### config.mk
export PLATFORM = sky130hd
export DESIGN_NAME = vaTranslator
export DESIGN_NICKNAME = d
export VERILOG_FILES = /design/src/rtl/xlatePkg.sv /design/src/rtl/xlateCtrl.sv /design/src/rtl/xlateDatapath.sv /design/src/rtl/vaTranslator.sv
export SDC_FILE = /design/constraint.sdc
export NUM_CORES = 2
export LEC_CHECK = 0
export BUFFER_PORTS_ARGS = -buffer_cell sky130_fd_sc_hd__clkbuf_2
export CAP_MARGIN = 40
export CORE_AREA = 8 8 435 437
export CTS_CLUSTER_DIAMETER = 60
export DETAILED_ROUTE_END_ITERATION = 16
export DIE_AREA = 0 0 443 445
export GPL_TIMING_DRIVEN = 1
export HOLD_SLACK_MARGIN = 0.03
export PLACE_DENSITY_LB_ADDON = 0.25
export SLEW_MARGIN = 20
export SYNTH_ARGS = -nofsm -noshare
export SYNTH_HDL_FRONTEND = slang
export SYNTH_SLANG_ARGS = --single-unit
### constraint.sdc
create_clock -name clk -period 6.7 [get_ports clk]
set_input_delay 1.675 -clock clk [delete_from_list [all_inputs] [get_ports clk]]
set_output_delay 1.675 -clock clk [all_outputs]
set_load 0.01 [all_outputs]
### src/rtl/xlatePkg.sv
package xlatePkg;
  localparam int SEG_W  = 3;
  localparam int BLK_W  = 7;
  localparam int DISP_W = 6;
  localparam int MODE_W = 2;
  localparam int ACC_W  = 3;

  // Descriptor bit positions the checks and flag logic depend on
  localparam int PDR_LEN_LSB  = 8;
  localparam int PDR_ACC_BIT  = 7;
  localparam int PDR_WR_BIT   = 6;
  localparam int PDR_DOWN_BIT = 3;

  // One-hot abort reasons
  localparam logic [2:0] ABT_NONE   = 3'b000;
  localparam logic [2:0] ABT_UNUSED = 3'b100;
  localparam logic [2:0] ABT_LENGTH = 3'b010;
  localparam logic [2:0] ABT_RDONLY = 3'b001;

  localparam logic [MODE_W-1:0] MODE_KERN  = 2'd0;
  localparam logic [MODE_W-1:0] MODE_SUPER = 2'd1;
  localparam logic [MODE_W-1:0] MODE_BAD   = 2'd2;
  localparam logic [MODE_W-1:0] MODE_USER  = 2'd3;

  typedef struct packed {
    logic       passThru;
    logic       abort;
    logic [2:0] abortCode;
    logic       trap;
    logic       awSet;
    logic       wSet;
  } xlateStrobe_t;
endpackage

### src/rtl/xlateCtrl.sv
module xlateCtrl
  import xlatePkg::*;
#(
  parameter int BANK_W = MODE_W + 1
) (
  input  logic              relocOn,
  input  logic [2:0]        dspaceEn,
  input  logic [MODE_W-1:0] reqMode,
  input  logic              reqData,
  input  logic              reqWrite,
  input  logic [BLK_W-1:0]  reqBlk,
  input  logic [ACC_W-1:0]  pdrAcc,
  input  logic              pdrDown,
  input  logic [BLK_W-1:0]  pdrLen,
  output logic [BANK_W-1:0] bank,
  output xlateStrobe_t      stb
);
  logic modeDataEn;
  logic spaceSel;
  logic lenFail;
  logic [2:0] accCode;
  logic accTrap;

  // Space folding: data references use the data bank only when enabled for that mode
  always_comb begin
    unique case (reqMode)
      MODE_KERN:  modeDataEn = dspaceEn[2];
      MODE_SUPER: modeDataEn = dspaceEn[1];
      MODE_USER:  modeDataEn = dspaceEn[0];
      default:    modeDataEn = 1'b0;
    endcase
    spaceSel = reqData & modeDataEn;
    bank     = BANK_W'({reqMode, spaceSel});
  end

  // Access-code decode
  always_comb begin
    accCode = ABT_NONE;
    accTrap = 1'b0;
    unique case (pdrAcc)
      3'd1: if (reqWrite) accCode = ABT_RDONLY; else accTrap = 1'b1;
      3'd2: if (reqWrite) accCode = ABT_RDONLY;
      3'd4: accTrap = 1'b1;
      3'd5: accTrap = reqWrite;
      3'd6: ;
      default: accCode = ABT_UNUSED;
    endcase
  end

  assign lenFail = pdrDown ? (reqBlk < pdrLen) : (reqBlk > pdrLen);

  always_comb begin
    stb = '0;
    if (!relocOn) begin
      stb.passThru = 1'b1;
    end else if (reqMode == MODE_BAD) begin
      stb.abort     = 1'b1;
      stb.abortCode = ABT_UNUSED;
    end else if (accCode != ABT_NONE) begin
      stb.abort     = 1'b1;
      stb.abortCode = accCode;
    end else if (lenFail) begin
      stb.abort     = 1'b1;
      stb.abortCode = ABT_LENGTH;
    end else begin
      stb.trap  = accTrap;
      stb.awSet = 1'b1;
      stb.wSet  = reqWrite;
    end
  end
endmodule

### src/rtl/xlateDatapath.sv
module xlateDatapath
  import xlatePkg::*;
#(
  parameter int PAR_W    = 16,
  parameter int NARROW_W = 12,
  parameter int PA_W     = PAR_W + DISP_W,
  parameter int VA_W     = SEG_W + BLK_W + DISP_W,
  parameter int BANK_W   = MODE_W + 1,
  parameter int REGA_W   = BANK_W + SEG_W + 1
) (
  input  logic              clk,
  input  logic              rstN,
  input  logic              wide22,
  input  logic              reqValid,
  input  logic [VA_W-1:0]   reqAddr,
  input  logic [BANK_W-1:0] bank,
  input  xlateStrobe_t      stb,
  input  logic              regWrite,
  input  logic [REGA_W-1:0] regAddr,
  input  logic [PAR_W-1:0]  regWdata,
  output logic [PAR_W-1:0]  regRdata,
  output logic [ACC_W-1:0]  pdrAcc,
  output logic              pdrDown,
  output logic [BLK_W-1:0]  pdrLen,
  output logic              rspValid,
  output logic [PA_W-1:0]   rspAddr,
  output logic              rspAbort,
  output logic [2:0]        rspAbortCode,
  output logic              rspTrap
);
  localparam int ENT_W = BANK_W + SEG_W;
  localparam int NENT  = 1 << ENT_W;
  localparam logic [PAR_W-1:0] NARROW_MASK = PAR_W'((1 << NARROW_W) - 1);
  localparam logic [PAR_W-1:0] ACC_MASK    = PAR_W'(1) << PDR_ACC_BIT;
  localparam logic [PAR_W-1:0] AW_MASK     = ACC_MASK | (PAR_W'(1) << PDR_WR_BIT);

  logic [PAR_W-1:0] parMem [NENT];
  logic [PAR_W-1:0] pdrMem [NENT];

  logic [ENT_W-1:0]  hitIdx, regIdx;
  logic              regSelPdr;
  logic [PAR_W-1:0]  curPar, curPdr;
  logic [BLK_W-1:0]  blk;
  logic [DISP_W-1:0] disp;
  logic [PAR_W-1:0]  parEff, sum, sumEff;
  logic [PA_W-1:0]   xlAddr;

  assign hitIdx    = {bank, reqAddr[VA_W-1 -: SEG_W]};
  assign regIdx    = regAddr[REGA_W-1:1];
  assign regSelPdr = regAddr[0];

  assign curPar = parMem[hitIdx];
  assign curPdr = pdrMem[hitIdx];
  assign pdrAcc  = curPdr[ACC_W-1:0];
  assign pdrDown = curPdr[PDR_DOWN_BIT];
  assign pdrLen  = curPdr[PDR_LEN_LSB +: BLK_W];

  assign blk  = reqAddr[DISP_W +: BLK_W];
  assign disp = reqAddr[DISP_W-1:0];

  // Base plus block, masked to the narrow width when the small space is selected
  always_comb begin
    parEff = wide22 ? curPar : (curPar & NARROW_MASK);
    sum    = parEff + PAR_W'(blk);
    sumEff = wide22 ? sum : (sum & NARROW_MASK);
    xlAddr = stb.passThru ? PA_W'(reqAddr) : PA_W'({sumEff, disp});
  end

  assign regRdata = regSelPdr ? pdrMem[regIdx] : parMem[regIdx];

  // Register file: a port write beats a same-entry flag update
  always_ff @(posedge clk or negedge rstN) begin
    if (!rstN) begin
      for (int i = 0; i < NENT; i++) begin
        parMem[i] <= '0;
        pdrMem[i] <= '0;
      end
    end else begin
      for (int i = 0; i < NENT; i++) begin
        if (regWrite && regIdx == ENT_W'(i)) begin
          if (regSelPdr) begin
            pdrMem[i] <= regWdata & ~AW_MASK;
          end else begin
            parMem[i] <= regWdata;
            pdrMem[i] <= pdrMem[i] & ~AW_MASK;
          end
        end else if (reqValid && stb.awSet && hitIdx == ENT_W'(i)) begin
          pdrMem[i] <= pdrMem[i] | (stb.wSet ? AW_MASK : ACC_MASK);
        end
      end
    end
  end

  always_ff @(posedge clk or negedge rstN) begin
    if (!rstN) begin
      rspValid     <= 1'b0;
      rspAddr      <= '0;
      rspAbort     <= 1'b0;
      rspAbortCode <= '0;
      rspTrap      <= 1'b0;
    end else begin
      rspValid     <= reqValid;
      rspAbort     <= reqValid & stb.abort;
      rspAbortCode <= reqValid ? stb.abortCode : 3'b000;
      rspTrap      <= reqValid & stb.trap;
      if (reqValid) rspAddr <= xlAddr;
    end
  end
endmodule

### src/rtl/vaTranslator.sv
module vaTranslator
  import xlatePkg::*;
#(
  parameter int PAR_W    = 16,
  parameter int NARROW_W = 12,
  parameter int VA_W     = SEG_W + BLK_W + DISP_W,
  parameter int PA_W     = PAR_W + DISP_W,
  parameter int BANK_W   = MODE_W + 1,
  parameter int REGA_W   = BANK_W + SEG_W + 1
) (
  input  logic              clk,
  input  logic              rstN,
  input  logic              relocOn,
  input  logic              wide22,
  input  logic [2:0]        dspaceEn,
  input  logic              reqValid,
  input  logic [VA_W-1:0]   reqAddr,
  input  logic [MODE_W-1:0] reqMode,
  input  logic              reqData,
  input  logic              reqWrite,
  input  logic              regWrite,
  input  logic [REGA_W-1:0] regAddr,
  input  logic [PAR_W-1:0]  regWdata,
  output logic [PAR_W-1:0]  regRdata,
  output logic              rspValid,
  output logic [PA_W-1:0]   rspAddr,
  output logic              rspAbort,
  output logic [2:0]        rspAbortCode,
  output logic              rspTrap
);
  xlateStrobe_t      stb;
  logic [BANK_W-1:0] bank;
  logic [ACC_W-1:0]  pdrAcc;
  logic              pdrDown;
  logic [BLK_W-1:0]  pdrLen;

  xlateCtrl #(.BANK_W(BANK_W)) ctrl (
    .relocOn (relocOn),
    .dspaceEn(dspaceEn),
    .reqMode (reqMode),
    .reqData (reqData),
    .reqWrite(reqWrite),
    .reqBlk  (reqAddr[DISP_W +: BLK_W]),
    .pdrAcc  (pdrAcc),
    .pdrDown (pdrDown),
    .pdrLen  (pdrLen),
    .bank    (bank),
    .stb     (stb)
  );

  xlateDatapath #(
    .PAR_W(PAR_W), .NARROW_W(NARROW_W), .PA_W(PA_W),
    .VA_W(VA_W), .BANK_W(BANK_W), .REGA_W(REGA_W)
  ) dp (
    .clk         (clk),
    .rstN        (rstN),
    .wide22      (wide22),
    .reqValid    (reqValid),
    .reqAddr     (reqAddr),
    .bank        (bank),
    .stb         (stb),
    .regWrite    (regWrite),
    .regAddr     (regAddr),
    .regWdata    (regWdata),
    .regRdata    (regRdata),
    .pdrAcc      (pdrAcc),
    .pdrDown     (pdrDown),
    .pdrLen      (pdrLen),
    .rspValid    (rspValid),
    .rspAddr     (rspAddr),
    .rspAbort    (rspAbort),
    .rspAbortCode(rspAbortCode),
    .rspTrap     (rspTrap)
  );
endmodule

# After elaboration in Yosys (flattened, before gate mapping)
# Cells that the tools add are included.
[word_totals] regBits=2076 inputBits=52 output_inout_bits=44 wordCells=957
[classes] add_sub_neg=1 magnitude_cmp=4 n_eq_ne=198 muxes=160 n_bitwise=70 reduce_logical=327
[ops] operator="16-bit two-way mux" count=138
[ops] operator="16-bit bitwise OR" count=36
[ops] operator="16-bit by 8-bit bitwise OR with 16-bit output" count=28
[ops] operator="16-bit binary-select mux with 6-bit select" count=4
[ops] operator="6-bit == test (second input constant)" count=64
[ops] operator="2-bit AND reduction" count=128
[ops] operator="6-bit by 5-bit == test with 1-bit output (second input constant)" count=32
[ops] operator="1-bit logical AND" count=129
[ops] operator="2-bit inequality test (second input constant)" count=64
[ops] operator="2-bit nonzero test" count=64
[ops] operator="6-bit by 4-bit == test with 1-bit output (second input constant)" count=16
[ops] operator="6-bit by 3-bit == test with 1-bit output (second input constant)" count=8
[ops] operator="15-bit two-way mux" count=2
[ops] operator="6-bit by 2-bit == test with 1-bit output (second input constant)" count=4
[ops] operator="22-bit two-way mux" count=1
[ops] operator="16-bit by 7-bit adder with 16-bit output" count=1
[ops] operator="7-bit greater-or-equal comparator (second input constant)" count=2
[ops] operator="7-bit two-way mux" count=2
[ops] operator="6-bit inverter with 7-bit output" count=2
[ops] operator="6-bit by 1-bit == test with 1-bit output (second input constant)" count=2
[ops] operator="6-bit zero test" count=2
[ops] operator="3-bit two-way mux" count=4
[ops] operator="4-bit two-way mux" count=3
[ops] operator="3-bit == test (second input constant)" count=3
[ops] operator="other kinds (15)" count=21

# Depth between registers and ports, before layout
[depth] depth_word=18 depth_mapped=24 ltp_nobuf=16

# Modules after synthesis
# From an unflattened synthesis, not the netlist that was laid out.
[hier_totals] hier_cells=6737 hier_area_um2=108173.7
[modules_own_cells] mod="xlateDatapath" instances=1 cells_per_inst=6683 area_each_um2=107792.1 seq_area_each_um2=51949.8
[modules_own_cells] mod="xlateCtrl" instances=1 cells_per_inst=54 area_each_um2=381.6 seq_area_each_um2=0.0

# Worst setup path after synthesis
# No wires, ideal clock.
[synth_path] path_kind="input to register" start="in reqAddr[13]" end="reg dp.pdrMem[167] (netlist bit)" setup_ps=92 arrival_ps=6612 t_required_ps=6608 slack_ps=-3 path_stages=24 n_path_buf=10 path_cell_list="buf_6 buf_8 buf_8 buf_12 buf_12 buf_6 buf_6 buf_2 mux4_2 mux4_2 mux4_2 inv_1 ha_1 nor2b_1 o21a_1 o21a_1 o21ai_0 a211oi_1 mux2i_1 nor2b_1 buf_4 nand3_2 buf_2 o31ai_2"
[synth_via] elab_chain_cells=14 word_cells_on_any_way=24 cone_classes="order compare (2); eq/ne (6); mux (9); bitwise (1); reduce/logical (6)"
[synth_lines] element="start, declared" line="vaTranslator.sv:17" source="input logic [VA_W-1:0] reqAddr,"
[synth_lines] element="branches (longest 12 deep; another with 7-bit greater-than comparator)"
[synth_lines] element="1-bit logical AND *" line="xlateDatapath.sv:87" source="end else if (reqValid && stb.awSet && hitIdx == ENT_W'(i)) begin"
[synth_lines] element="2-bit nonzero test (no line) *"
[synth_lines] element="end signal, assigned by index" line="xlateDatapath.sv:82" source="pdrMem[i] <= regWdata & ~AW_MASK;"
[synth_lines] element="end signal, assigned by index" line="xlateDatapath.sv:85" source="pdrMem[i] <= pdrMem[i] & ~AW_MASK;"
[synth_lines] element="end signal, assigned by index" line="xlateDatapath.sv:88" source="pdrMem[i] <= pdrMem[i] | (stb.wSet ? AW_MASK : ACC_MASK);"
[synth_lines] element="end, declared" line="xlateDatapath.sv:38" source="logic [PAR_W-1:0] pdrMem [NENT];"
# Every way passes the cells marked *. The select of a mux whose other input is x is not followed.
# A chain may end at the register's enable or synchronous reset.

# Final worst setup path
[layout_path] start="in regAddr[1]" end="out regRdata[4]"
[layout_via] elab_chain_cells=5 word_cells_on_any_way=8 cone_classes="mux (7); bitwise (1)"
[layout_lines] element="start, declared" line="vaTranslator.sv:22" source="input logic [REGA_W-1:0] regAddr,"
[layout_lines] element="6-bit inverter with 7-bit output (implied by the code) *" line="xlateDatapath.sv:69" source="assign regRdata = regSelPdr ? pdrMem[regIdx] : parMem[regIdx];"
[layout_lines] element="16-bit binary-select mux with 6-bit select" line="xlateDatapath.sv:69"
[layout_lines] element="16-bit two-way mux (implied by the code) (2 in a row)" line="xlateDatapath.sv:69"
[layout_lines] element="16-bit two-way mux *" line="xlateDatapath.sv:69"
[layout_lines] element="end, declared" line="vaTranslator.sv:24" source="output logic [PAR_W-1:0] regRdata,"
# Mark *: on every way between the ends. The rest lies on a longest branch, timed or not. The select of a mux whose other input is x is not followed.

==> out/summary.txt <==
IO Pins: 96
Synth Instances: 6763
routed wire length: 322.4 mm
setup bufs post-CTS: 0
TritonCTS clock tree: yes
most common cell after layout, fill and taps aside: dfrtp_1
clk slew on worst S/H paths: 0.06 ns
FMAX: 0.1525 GHz
synth unique cells: 72
post-synthesis sequential area ratio: 47.91%
clock skew: 0.04814 ns
worst rel slew slack: 27.23%
clock root cell: clkbuf_16
Slew Viols, Final: 0
CTS Sinks: 2076
area delta synth->final: 11.49%
Iter 0 DRT Violations: 7173
Worst R2R End: dp.pdrMem[71]
Gates resized, CTS repair: 0
largest net degree at the start of global routing: 161
count of final setup violators: 0
Fillers: 12320
R2R Path Start: dp.pdrMem[457]
Post-Syn Nets: 6830
residual DRC count: 0
GRT overflow: 0
RSZ-0062 raised after global routing: false
vias in the first global route: 69640
H-tree depth: 4
critical path's slowest cell: mux4_2
fin crit period: 6.555 ns
clk_lat worst skew: 0.87 ns
Longest Clk Path Bufs: 3
CP dominant cell by count: mux4_2
Post-Syn Area per Cell: 16.03 sq um
die height: 445 microns
Final #Nets: 6894
Critical Path RT: 5.03 ns
CP peak stage delay: 0.68 ns
Die W: 443 microns
final hold vios: 0
CP Max Fanout: 25
share of layout cells above drive strength 1: 58.60%
Yosys reg bits: 2076
peak supply drop: 231.7 uV
Max Cap Viol: 0
Post-DP HPWL: 210.1 mm
Initial Util: 59.55%
Worst Slack Setup Final: 0.1447 ns
CTS Buf Count: 214
Arrival @ worst endpoint: 4.88 ns
post-DR vias/cell: 7.126
Hold Crit Class: flip-flop to flip-flop
core area: 0.1821 sq mm
asr flop ratio synth: 100.0%
Routed wire per std cell: 34.25 microns
Slew @ Worst Pin: 1.092 ns
vias: 67090
Final Wtd Congestion: 0.9892
worst path cell trace: buf_8 > buf_4 > mux4_2 > mux4_2 > mux4_2 > mux2_2 > clkbuf_2
std cell rows: 157
Post-Place Setup Slack: 0.1759 ns
CTS Hold Buffers Added: 0
warnings from Yosys: 0
EDFF count, synth: 0
Final ANT Viol Nets: 0
main flop type after synthesis: dfrtp_1
cell area after synthesis: 0.1084 sq mm
critical path type: primary input to output pin
Leakage: 0.05473 uW
all-layer global routing usage: 32.75%
Setup TNS Final: 0 ns
Hold WS: 0.4807 ns
IO buf count: 95
total power: 30670 uW
final worst-path cycle share: 97.84%
initial antenna violation count: 40
status: finished clean
worst hold path depth: 1
Worst Hold End: dp.pdrMem[422]
first-pass GRT wire length: 478.6 mm
HP Start: dp.pdrMem[422]
startpoint types: primary input
power per cell area: 253.7 mW/mm^2
die area: 0.1971 sq mm
Worst setup EP type: output pin
Initial DRT Pass Iterations: 5
path depth of the worst reg2reg path: 15
Worst R2R Setup Slack: 1.91 ns
most frequent cells in the layout: dfrtp_1 (2076), mux2_2 (1948), mux4_2 (1177)
## worst max-delay path, delay by kind of cell
kind	cells	cell delay, ns
buffers and inverters	3	0.92
multiplexers	4	2.22
## final cells by class
| cell class | instances | area [sq um] | area share, % |
|---|---|---|---|
| Sequential cell | 2076 | 51950 | 42.97 |
| Multi-Input combinational cell | 3995 | 53700 | 44.42 |
| Clock buffer | 317 | 6334 | 5.239 |
| Inverter | 14 | 52.55 | 0.04347 |
| Clock inverter | 82 | 867.1 | 0.7172 |
| Antenna cell | 19 | 47.55 | 0.03933 |
| Timing Repair Buffer | 526 | 4966 | 4.108 |
| Tap cell | 2385 | 2984 | 2.468 |
## stage by stage
stage / cell area [sq um] / cells / utilization (%)
after CTS: 120700 / 9385 / 66.29
after global routing: 120900 / 9405 / 66.38
after floorplan: 108400 / 6763 / -
after global placement: 113100 / 8953 / 62.08
after detailed placement: 113500 / 8986 / 62.34
final: 120900 / 9414 / 66.39
## per-layer routing
| metal | track usage, % | part of all wire (%) |
|---|---|---|
| met5 | 0 | 0.060 |
| met2 | 49.13 | 46 |
| met1 | 44.78 | 38 |
| met3 | 9.611 | 11 |
| met4 | 15.15 | 5.2 |
## synth_stat cells, types with 29 or more instances
library cell	n	area, sq um
clkbuf_1	461	1730
nand2_1	293	1100
buf_2	83	415.4
dfrtp_1	2076	51950
nor2_1	124	465.5
nand3_1	60	300.3
buf_1	85	319.1
a21oi_1	47	235.2
o31ai_1	29	217.7
o21ai_0	48	240.2
mux2_2	1948	21940
mux4_2	1177	26510
## worst max path at each step
stage	slack [ns]	cells after the start	endpoint	start
floorplan	0.07	24	dp.pdrMem[167]	reqAddr[13]
global placement	0.22	8	regRdata[9]	regAddr[1]
detailed placement	0.18	17	dp.pdrMem[71]	reqAddr[13]
CTS	0.19	8	regRdata[3]	regAddr[1]
global route	0.1	8	regRdata[9]	regAddr[1]
finish	0.14	7	regRdata[4]	regAddr[1]
## report_power, final
group	internal (uW)	switching, uW
combinational	2240	2080
sequential	13500	667
clock	7010	5160
total	22800	7910
## sequential cells by signal, indices dropped and copies added, names as in the netlist
| register | flops |
|---|---|
| dp.rspAddr | 22 |
| dp.parMem | 1024 |
| dp.pdrMem | 1024 |
| dp.rspValid | 1 |
| dp.rspTrap | 1 |
| dp.rspAbort | 1 |
| dp.rspAbortCode | 3 |
## kinds of logic after synthesis
family / Yosys count / synth area share [%]
AND/OR/NAND/NOR: 601 / 2.468
AO/OA/AOI/OAI: 195 / 1.195
flip-flops: 2076 / 47.91
XOR/XNOR: 16 / 0.1292
buffers and inverters: 692 / 2.789
adder cells (fa/ha/maj): 15 / 0.1800
multiplexers: 3168 / 45.33
(Power assumes the default switching activity.)
